==> src/rtl/osc_tick_pkg.sv <==
package osc_tick_pkg;

  localparam int unsigned DEF_BUS_W    = 32;
  localparam int unsigned DEF_DIV_W    = 12;
  localparam int unsigned DEF_PRE_LOG2 = 4;
  localparam int unsigned DEF_EN_BIT   = 16;

  // Reference cycles between ticks for one setting.
  function automatic int unsigned otg_period(int unsigned div_m1,
                                             logic pre_sel,
                                             int unsigned pre_log2);
    int unsigned base;
    base = div_m1 + 1;
    return pre_sel ? (base << pre_log2) : base;
  endfunction

endpackage

==> src/rtl/osc_tick_cfg.sv <==
module osc_tick_cfg #(
  parameter int unsigned BUS_W  = osc_tick_pkg::DEF_BUS_W,
  parameter int unsigned DIV_W  = osc_tick_pkg::DEF_DIV_W,
  parameter int unsigned EN_BIT = osc_tick_pkg::DEF_EN_BIT
) (
  input  logic             clk,
  input  logic             rst_n,
  input  logic             wr_en,
  input  logic [BUS_W-1:0] wr_data,
  output logic [BUS_W-1:0] rd_data,
  output logic             gen_en,
  output logic [DIV_W-1:0] div_m1,
  output logic             pre_sel,
  output logic             restart
);

  localparam int unsigned KEEP_W = EN_BIT + 1;
  localparam int unsigned ZERO_W = BUS_W - KEEP_W;

  logic [KEEP_W-1:0] cfg_q;
  logic              unused_hi;

  always_ff @(posedge clk) begin
    if (!rst_n) begin
      cfg_q <= '0;
    end else if (wr_en) begin
      cfg_q <= wr_data[KEEP_W-1:0];
    end
  end

  assign unused_hi = ^wr_data[BUS_W-1:KEEP_W];
  assign rd_data   = {{ZERO_W{1'b0}}, cfg_q};
  assign gen_en    = cfg_q[EN_BIT];
  assign div_m1    = cfg_q[DIV_W:1];
  assign pre_sel   = cfg_q[0];
  assign restart   = wr_en;

  // read-back mirrors the kept bits of the previous write, upper bits zero
  assert_readback_R2: assert property (@(posedge clk) disable iff (!rst_n)
    wr_en |=> rd_data == {{ZERO_W{1'b0}}, $past(wr_data[KEEP_W-1:0])});

endmodule

==> src/rtl/osc_tick_prescale.sv <==
module osc_tick_prescale #(
  parameter int unsigned PRE_LOG2 = osc_tick_pkg::DEF_PRE_LOG2
) (
  input  logic clk,
  input  logic rst_n,
  input  logic gen_en,
  input  logic restart,
  input  logic pre_sel,
  output logic stage_pulse
);

  generate
    if (PRE_LOG2 == 0) begin : g_bypass
      assign stage_pulse = gen_en;
    end else begin : g_count
      localparam logic [PRE_LOG2-1:0] PRE_LAST = '1;
      logic [PRE_LOG2-1:0] pre_cnt_q;
      logic                pre_wrap;

      assign pre_wrap = (pre_cnt_q == PRE_LAST);

      always_ff @(posedge clk) begin
        if (!rst_n || restart || !gen_en || !pre_sel) begin
          pre_cnt_q <= '0;
        end else begin
          pre_cnt_q <= pre_cnt_q + 1'b1;
        end
      end

      assign stage_pulse = gen_en && (!pre_sel || pre_wrap);

      // with prescale on, two stage pulses are never back to back
      assert_pre_spacing_R5: assert property (@(posedge clk) disable iff (!rst_n)
        (stage_pulse && pre_sel && !restart) |=> !stage_pulse);
    end
  endgenerate

endmodule

==> src/rtl/osc_tick_main_div.sv <==
module osc_tick_main_div #(
  parameter int unsigned DIV_W = osc_tick_pkg::DEF_DIV_W
) (
  input  logic             clk,
  input  logic             rst_n,
  input  logic             gen_en,
  input  logic             restart,
  input  logic             step,
  input  logic [DIV_W-1:0] limit,
  output logic             tick
);

  logic [DIV_W-1:0] cnt_q;
  logic             at_limit;

  assign at_limit = (cnt_q == limit);

  always_ff @(posedge clk) begin
    if (!rst_n || restart || !gen_en) begin
      cnt_q <= '0;
    end else if (step) begin
      cnt_q <= at_limit ? '0 : cnt_q + 1'b1;
    end
  end

  assign tick = step && at_limit;

  // the main count never runs past the programmed limit
  assert_cnt_bound_R4: assert property (@(posedge clk) disable iff (!rst_n)
    cnt_q <= limit);

endmodule

==> src/rtl/osc_tick_gen.sv <==
module osc_tick_gen #(
  parameter int unsigned BUS_W    = osc_tick_pkg::DEF_BUS_W,
  parameter int unsigned DIV_W    = osc_tick_pkg::DEF_DIV_W,
  parameter int unsigned PRE_LOG2 = osc_tick_pkg::DEF_PRE_LOG2,
  parameter int unsigned EN_BIT   = osc_tick_pkg::DEF_EN_BIT
) (
  input  logic             clk,
  input  logic             rst_n,
  input  logic             cfg_wr_en,
  input  logic [BUS_W-1:0] cfg_wr_data,
  output logic [BUS_W-1:0] cfg_rd_data,
  output logic             tick
);

  logic             gen_en;
  logic [DIV_W-1:0] div_m1;
  logic             pre_sel;
  logic             restart;
  logic             stage_pulse;
  int unsigned      cur_period;
  int unsigned      new_period;

  osc_tick_cfg #(.BUS_W(BUS_W), .DIV_W(DIV_W), .EN_BIT(EN_BIT)) cfg_i (
    .clk(clk), .rst_n(rst_n), .wr_en(cfg_wr_en), .wr_data(cfg_wr_data),
    .rd_data(cfg_rd_data), .gen_en(gen_en), .div_m1(div_m1),
    .pre_sel(pre_sel), .restart(restart)
  );

  osc_tick_prescale #(.PRE_LOG2(PRE_LOG2)) pre_i (
    .clk(clk), .rst_n(rst_n), .gen_en(gen_en), .restart(restart),
    .pre_sel(pre_sel), .stage_pulse(stage_pulse)
  );

  osc_tick_main_div #(.DIV_W(DIV_W)) div_i (
    .clk(clk), .rst_n(rst_n), .gen_en(gen_en), .restart(restart),
    .step(stage_pulse), .limit(div_m1), .tick(tick)
  );

  assign cur_period = osc_tick_pkg::otg_period(32'(div_m1), pre_sel, PRE_LOG2);
  assign new_period = osc_tick_pkg::otg_period(32'(cfg_wr_data[DIV_W:1]),
                                               cfg_wr_data[0], PRE_LOG2);

  // a disabled generator never ticks
  assert_no_tick_off_R3: assert property (@(posedge clk) disable iff (!rst_n)
    !gen_en |-> !tick);

  // the fastest setting ticks on every enabled cycle
  assert_every_cycle_R8: assert property (@(posedge clk) disable iff (!rst_n)
    (gen_en && div_m1 == '0 && !pre_sel) |-> tick);

  // ticks are one cycle wide when the period exceeds one
  assert_single_cycle_R7: assert property (@(posedge clk) disable iff (!rst_n)
    (tick && !cfg_wr_en && cur_period > 1) |=> !tick);

  // a write with a period above one gives no tick in the next cycle
  assert_restart_R6: assert property (@(posedge clk) disable iff (!rst_n)
    (cfg_wr_en && new_period > 1) |=> !tick);

endmodule

==> config.mk <==
export PLATFORM = sky130hd
export DESIGN_NAME = osc_tick_gen
export DESIGN_NICKNAME = d
export VERILOG_FILES = /design/src/rtl/osc_tick_pkg.sv /design/src/rtl/osc_tick_cfg.sv /design/src/rtl/osc_tick_prescale.sv /design/src/rtl/osc_tick_main_div.sv /design/src/rtl/osc_tick_gen.sv
export SDC_FILE = /design/constraint.sdc
export NUM_CORES = 1
export LEC_CHECK = 0
export ABC_CLOCK_PERIOD_IN_PS = 2400
export BUFFER_PORTS_ARGS = -buffer_cell sky130_fd_sc_hd__buf_2
export CAP_MARGIN = 10
export CORE_AREA = 4 4 77 79
export CTS_BUF_LIST = sky130_fd_sc_hd__clkbuf_8
export DETAILED_ROUTE_END_ITERATION = 6
export DIE_AREA = 0 0 81 83
export PLACE_DENSITY = 0.66
export SETUP_SLACK_MARGIN = 0.5
export SYNTH_ARGS = -nofsm -noshare
export SYNTH_HDL_FRONTEND = slang
export SYNTH_SLANG_ARGS = --single-unit
==> constraint.sdc <==
create_clock -name clk -period 2.4 [get_ports clk]
set_input_delay 0.12 -clock clk [delete_from_list [all_inputs] [get_ports clk]]
set_output_delay 0.12 -clock clk [all_outputs]
set_load 0.1 [all_outputs]
==> results of run 1 <==
-- through the flow --
stage / utilization / hold WS [ps] / total power (W) / area (um2)
2_1_floorplan: - / 287 / 0.000900 / 1750
5_1_grt: 0.376 / 84.4 / 0.00139 / 2010
4_1_cts: 0.368 / 82.8 / 0.00135 / 1970
6_report: 0.376 / 88.8 / 0.00133 / 2010
3_5_place_dp: 0.349 / 383 / 0.000924 / 1860
3_3_place_gp: 0.349 / 378 / 0.000922 / 1860
-- power groups by stage --
stage	clock, W	sequential [W]	combinational [W]
after floorplan	0	0.000700	0.000200
after detailed placement	0	0.000598	0.000326
after global placement	0	0.000598	0.000325
after CTS	0.000436	0.000586	0.000327
final	0.000422	0.000585	0.000328
after global routing	0.000462	0.000587	0.000341
-- per-layer routing --
layer | global-route usage | up-vias | wire [um]
met3 | 0.0358 | 3 | 217
met5 | 0 | - | 0
met4 | 0.0276 | 0 | 27
met2 | 0.154 | 41 | 1570
li1 | - | 632 | -
met1 | 0.139 | 587 | 1540
-- cell usage in the layout (no fill, tap or decap), drive strengths merged --
master,synthesis,layout
o21ai,1,1
buf,23,41
xnor2,9,9
a21oi,3,3
and4,1,1
a211oi,6,6
inv,3,3
conb,1,15
clkbuf,4,6
ha,2,2
nand3,5,5
or3,1,1
a21o,1,1
mux2i,17,17
or4,1,1
nand4,6,6
dfxtp,33,33
nor2,5,5
nor2b,17,17
nor3,10,10
clkinvlp,0,1
o31ai,1,1
xor2,14,14
nor4,3,3
a2111oi,2,2
nand2,5,5
and2,1,1
-- flip-flops by register name, indices dropped and copies added, names as in the netlist --
signal / cells
div_i.cnt_q: 12
cfg_i.cfg_q: 17
pre_i.g_count.pre_cnt_q: 4
-- logic make-up (layout without fill, tap and decap cells) --
| family | after synthesis | in the layout |
|---|---|---|
| simple gates | 55 | 55 |
| buf+inv | 30 | 51 |
| fa+ha+maj | 2 | 2 |
| compound gates | 14 | 14 |
| mux | 17 | 17 |
| other cells | 1 | 15 |
| xor+xnor | 23 | 23 |
| flops | 33 | 33 |
-- worst reg2reg max path, stage by stage, from the launching register on --
cell                       delay [ps]
sky130_fd_sc_hd__dfxtp_1          430
sky130_fd_sc_hd__ha_1             210
sky130_fd_sc_hd__nand4_1          140
sky130_fd_sc_hd__a21o_1           250
sky130_fd_sc_hd__or4_4            430
sky130_fd_sc_hd__a211oi_2         210
-- worst paths after layout --
| check | startpoint | end |
|---|---|---|
| worst max-delay path | cfg_i.cfg_q[2]$_SDFFE_PN0P_ | tick |
| worst min-delay path | cfg_wr_data[4] | cfg_i.cfg_q[4]$_SDFFE_PN0P_ |
| worst max register to register | div_i.cnt_q[0]$_SDFFE_PP0P_ | div_i.cnt_q[10]$_SDFFE_PP0P_ |
| worst min register to register | pre_i.g_count.pre_cnt_q[0]$_SDFF_PP0_ | pre_i.g_count.pre_cnt_q[0]$_SDFF_PP0_ |
-- cell type report --
class | count | area [um2] | share of cell area
clock buffers | 6 | 82.6 | 0.0411
clock inverters | 1 | 7.51 | 0.00374
inverters | 3 | 11.3 | 0.00561
multi-input cells | 126 | 900 | 0.448
flip-flops and latches | 33 | 686 | 0.342
well taps | 72 | 90.1 | 0.0449
repair buffers | 41 | 230 | 0.115
-- timing repair --
| action | CTS | global route |
|---|---|---|
| buffers inserted | 0 | 3 |
| setup endpoints to repair | 1 | 1 |
| pin swaps | 2 | 2 |
| gates resized for setup | 5 | 8 |
| hold buffers | 0 | 0 |
==> run metrics, run 1 <==
run status=complete, no violations; number of cells in the design after placement=272; I/O pin count=68; path depth of the worst reg2reg path=5; share of the synthesized netlist area taken by xor and xnor gates=0.120; fraction of the yosys area taken by sequential cells=0.393; cells along the critical path=xor2_1, nor4_2, and4_1, and2_4, buf_12; EDFF count, synth=0; peak per-stage delay on the critical path=330 ps; total setup violations reported at the end of the flow=0; proportion of power drawn by the clock network=0.316; remaining global-route overflow=0; Post-Synthesis Mean Instance Area=9.60 um2; Relative slew margins=0.666; antenna viol nets, final=0; critical path data required time=2280 ps; global-route usage over all layers=0.103; Layout Nets=247; iteration-0 DRC count of the detailed router=48; setup repair after global routing missed its margin=false; number of antenna violations at the first check in global routing=0; time the final worst path needs with I/O delays and setup=1820 ps; worst setup timing slack at the placement stage=532 ps; maximum resistive drop on vdd=0.351 mV; reported max-cap violation count=0; CTS max path bufs=2; power per unit of standard cell area=665 nW/um2; leakage power summed over all cells=0.855 nW; Flop pwr share=0.438; overall die height=83 um; insertion delay to the later sink of the worst-skew pair=280 ps; Internal Dissipation=0.000849 W; clock input transition at the sequential cells of the worst setup and hold paths=70 ps; placer's final routability congestion estimate=0.792; setup slack of the worst register-to-register path=660 ps; routed vias/inst=4.48; residual DRC count=0; number of endpoints with negative hold slack in the final report=0; final worst-path cycle share=0.759; cts bufs inserted=5; arrival time worst endpoint=1700 ps; multiplexer share of the synthesized area=0.101; H-tree levels=2; starting density of the core=0.315; dominant cells by area after synthesis=sky130_fd_sc_hd__dfxtp_1, sky130_fd_sc_hd__mux2i_1, sky130_fd_sc_hd__buf_4; library cell with the largest summed area after synthesis=sky130_fd_sc_hd__dfxtp_1; setup ws final=579 ps; hold depth=3; synthesized-area fraction occupied by adder cells=0.0149; Switching Share=0.364; library cell contributing the largest single delay on the critical path=sky130_fd_sc_hd__dfxtp_2; flip-flop and latch count after synthesis=33; Min-Delay Path Class=in2reg; Worst Path Buf+Inv=1; Worst-Margin Slew=501 ps; Setup TNS=0 ps; combined area of all synthesized cells=1680 um2; commonest cells in the synthesized netlist=sky130_fd_sc_hd__dfxtp_1, sky130_fd_sc_hd__buf_4, sky130_fd_sc_hd__mux2i_1, sky130_fd_sc_hd__nor2b_1, sky130_fd_sc_hd__xor2_1; pin count of the biggest net entering global routing=20; Net Sw Power=0.000486 W; clk sink count=33; combinational family with the most area after synthesis=simple AND/OR/NAND/NOR gates; synthesis-to-layout area growth=19.4%; flip-flop cell with the highest count after synthesis=sky130_fd_sc_hd__dfxtp_1; total via count after detailed routing=1263; Crit Path Category=reg2out; area of the core region=5340 um2; Final Skew=3.63 ps; simple-gate share of the synthesized area=0.191; pins over their slew limit=0; Logic pwr share=0.246; Port-buffer cells=37; Fmax=0.549 GHz; Gate Count Post-Synth=175; Max Fanout on Critical Path=3; wire length of the first global-routing pass=5500 um; number of antenna repair diodes=0; cell with the most instances after synthesis=sky130_fd_sc_hd__dfxtp_1; WL/cell=11.9 um; post-detailed-routing wire length=3360 um; Async S/R FF share, synth=0; fillers=555; Top delay family on crit path=simple AND/OR/NAND/NOR gates; DR pass1 iterations=4; distinct cell type count after synthesis=29; CTS tree=yes; number of cells on the critical path=5; total half-perimeter wirelength after legalization and detailed placement=2490 um; width of the die=81 um; die outline area=6720 um2; number of placement rows=27; count of synthesis-stage warnings from yosys=0; clock root buffer=sky130_fd_sc_hd__clkbuf_8; number of global-route vias before repair=1155; share of the synthesized area in compound gates (AO/OA/AOI/OAI)=0.0685; ratio of cells with drive above 1 in the final layout=0.352; non-filler instance count after layout=282; post-synth top area share=0.393; endpoint class of the critical path=output port; kind of launch point of the worst setup path=register
Power figures use the tool's default switching activity.
==> run 2, diff against run 1 <==
Settings changed: ABC_CLOCK_PERIOD_IN_PS 2400 to 1700.
Clock period 2.4 ns to 1.7 ns, I/O delays scaled along.
==> run 2 against run 1 <==
The run now ends with negative setup slack left; critical path depth unchanged; sequential cell count stayed put; setup slack worse by 640 ps; via count is 4.4% higher; clock-buffer cell count shrank 1; routed wire length increased by 4.2%; non-clock buffer count is 7 higher; final area rose by 9.4%; global-route usage up 0.28 points; largest cell class unchanged; clock skew up 0.97 ps; utilization up 3.5 points; first-iteration DRC count increased by 13%.
==> run metrics, run 2 (synthesis gave the netlist of run 1 again) <==
H-tree levels=2 (unchanged); proportion of power drawn by the clock network=0.300 (-0.016); iteration-0 DRC count of the detailed router=54 (+13%); number of endpoints with negative hold slack in the final report=0 (unchanged); total via count after detailed routing=1319 (+4.4%); violations in the final reports=negative setup slack; fillers=546 (-1.6%); number of placement rows=27 (unchanged); CTS tree=yes; wire length of the first global-routing pass=5690 um (+3.5%); Flop pwr share=0.439 (about the same); Critical Path End=tick; WL/cell=12.1 um (+1.4%); CP Launch Point=cfg_i.cfg_q[7]$_SDFFE_PN0P_; total setup violations reported at the end of the flow=1 (+1); CTS hold repair buffers=0 (unchanged); leakage power summed over all cells=0.902 nW (+5.5%); kind of launch point of the worst setup path=register; residual DRC count=0 (unchanged); Logic pwr share=0.261 (+0.015); clock root buffer=sky130_fd_sc_hd__clkbuf_8; remaining global-route overflow=0 (unchanged); starting density of the core=0.315 (unchanged); worst setup timing slack at the placement stage=130 ps (-403 ps); final total power=0.00185 W (+39%); clock input transition at the sequential cells of the worst setup and hold paths=70 ps (about the same); maximum resistive drop on vdd=0.694 mV (+97%); hold depth=3 (unchanged); Setup TNS=-64.0 ps (-64.0 ps); Crit Path Category=reg2out; critical path data required time=1620 ps (-660 ps); Layout Nets=254 (+2.8%); run status=finished with violations; setup slack of the worst register-to-register path=100 ps (-560 ps); time the final worst path needs with I/O delays and setup=1760 ps; end of the worst register-to-register path=div_i.cnt_q[10]$_SDFFE_PP0P_; Internal Dissipation=0.00116 W (+37%); final worst-path cycle share=1.04; Port-buffer cells=37 (unchanged); most frequent cells in the layout=sky130_fd_sc_hd__buf_2, sky130_fd_sc_hd__mux2i_1, sky130_fd_sc_hd__nor2b_1; global-route usage over all layers=0.105 (+0.00276); reported max-cap violation count=0 (unchanged); Final Skew=4.60 ps (+0.973 ps); pin count of the biggest net entering global routing=20 (unchanged); width of the die=81 um (unchanged); endpoint class of the critical path=output port; antenna viol nets, final=0 (unchanged); most common cell after layout, fill and taps aside=sky130_fd_sc_hd__buf_2; path depth of the worst reg2reg path=6 (+1); synthesis-to-layout area growth=30.6%; Max Fanout on Critical Path=3 (unchanged); placer's final routability congestion estimate=0.787 (-0.68%); number of antenna violations at the first check in global routing=0 (unchanged); overall die height=83 um (unchanged); pins over their slew limit=0 (unchanged); Net Sw Power=0.000692 W (+42%); Fmax=0.567 GHz; I/O pin count=68 (unchanged); number of global-route vias before repair=1245 (+7.8%); cts bufs inserted=5 (unchanged); die outline area=6720 um2 (unchanged); CTS max path bufs=2 (unchanged); startpoint of the worst-slack reg-to-reg timing path=div_i.cnt_q[0]$_SDFFE_PP0P_; arrival time worst endpoint=1680 ps (-20 ps); insertion delay to the later sink of the worst-skew pair=280 ps (about the same); number of antenna repair diodes=0 (unchanged); post-detailed-routing wire length=3500 um (+4.2%); clk sink count=33 (unchanged); Reg with most FFs=cfg_i.cfg_q; DR pass1 iterations=4 (unchanged); final hold slack=57.0 ps (-31.7 ps); setup ws final=-64.0 ps (-643 ps); Switching Share=0.373 (+0.00887); total half-perimeter wirelength after legalization and detailed placement=2550 um (+2.5%); routed vias/inst=4.55 (+1.6%); Min-Delay Path Class=in2reg; area of the core region=5340 um2 (unchanged); setup repair after global routing missed its margin=true; ratio of cells with drive above 1 in the final layout=0.436 (+0.0834); largest registers in the final layout=cfg_i.cfg_q (17), div_i.cnt_q (12), pre_i.g_count.pre_cnt_q (4); power per unit of standard cell area=845 nW/um2 (+27%); max reg flops=17 (unchanged)
==> run 2: cell types whose count changed in the layout (fill, tap and decap cells not counted), sizes merged <==
cell	delta
buf	+7
clkbuf	-1
clkinv	+2
==> run 2: how the worst min path moves through the flow <==
stage | start | endpoint | slack [ps]
2_1_floorplan | cfg_wr_data[16] | cfg_i.cfg_q[16]$_SDFFE_PN0P_ | 250
3_3_place_gp | cfg_wr_data[3] | cfg_i.cfg_q[3]$_SDFFE_PN0P_ | 340
3_5_place_dp | cfg_wr_data[3] | cfg_i.cfg_q[3]$_SDFFE_PN0P_ | 350
4_1_cts | cfg_wr_data[3] | cfg_i.cfg_q[3]$_SDFFE_PN0P_ | 50
5_1_grt | cfg_wr_data[3] | cfg_i.cfg_q[3]$_SDFFE_PN0P_ | 60
6_report | cfg_wr_data[3] | cfg_i.cfg_q[3]$_SDFFE_PN0P_ | 60
==> run 2: critical path: stages (launching register included) <==
cell	delay (ps)
sky130_fd_sc_hd__dfxtp_4	350
sky130_fd_sc_hd__xor2_1	150
sky130_fd_sc_hd__nor4_2	310
sky130_fd_sc_hd__and4_1	250
sky130_fd_sc_hd__and2_4	160
sky130_fd_sc_hd__buf_12	170
==> run 2: routing by layer <==
layer / share of wire / global-route usage / wire length, um / up-vias
li1: - / - / - / 648
met1: 0.46 / 0.141 / 1610 / 625
met2: 0.46 / 0.161 / 1620 / 40
met3: 0.066 / 0.0282 / 230 / 6
met4: 0.010 / 0.0384 / 35 / 0
met5: 0 / 0 / 0 / -
==> run 2: per-stage QoR <==
| step | area [um2] | cells | utilization |
|---|---|---|---|
| after global placement | 1970 | 276 | 0.369 |
| after floorplan | 1810 | 189 | - |
| after detailed placement | 1970 | 276 | 0.369 |
| after global routing | 2190 | 290 | 0.411 |
| final | 2190 | 290 | 0.411 |
| after CTS | 2100 | 288 | 0.394 |
==> run 2: final cells by class <==
type,count,area [um2],area share
multi-input combinational,126,973,0.444
sequential,33,726,0.331
timing repair buffer,48,308,0.140
tap,72,90.1,0.0410
clock buffer,5,68.8,0.0314
clock inverter,3,17.5,0.00798
inverter,3,11.3,0.00513
==> run 2: repair_timing <==
action,in CTS,in global routing
endpoints found under the setup margin,15,18
hold endpoints to repair,0,0
resized for setup,8,16
setup buffers,4,2
pin swaps,4,4
cloned,0,0
==> run 2: power groups by stage <==
| stage | sequential [W] | combinational [W] | clock [W] |
|---|---|---|---|
| finish | 0.000814 | 0.000483 | 0.000557 |
| global route | 0.000817 | 0.000502 | 0.000616 |
| CTS | 0.000814 | 0.000475 | 0.000578 |
| detailed placement | 0.000833 | 0.000467 | 0 |
| global placement | 0.000832 | 0.000466 | 0 |
| floorplan | 0.000980 | 0.000282 | 0 |
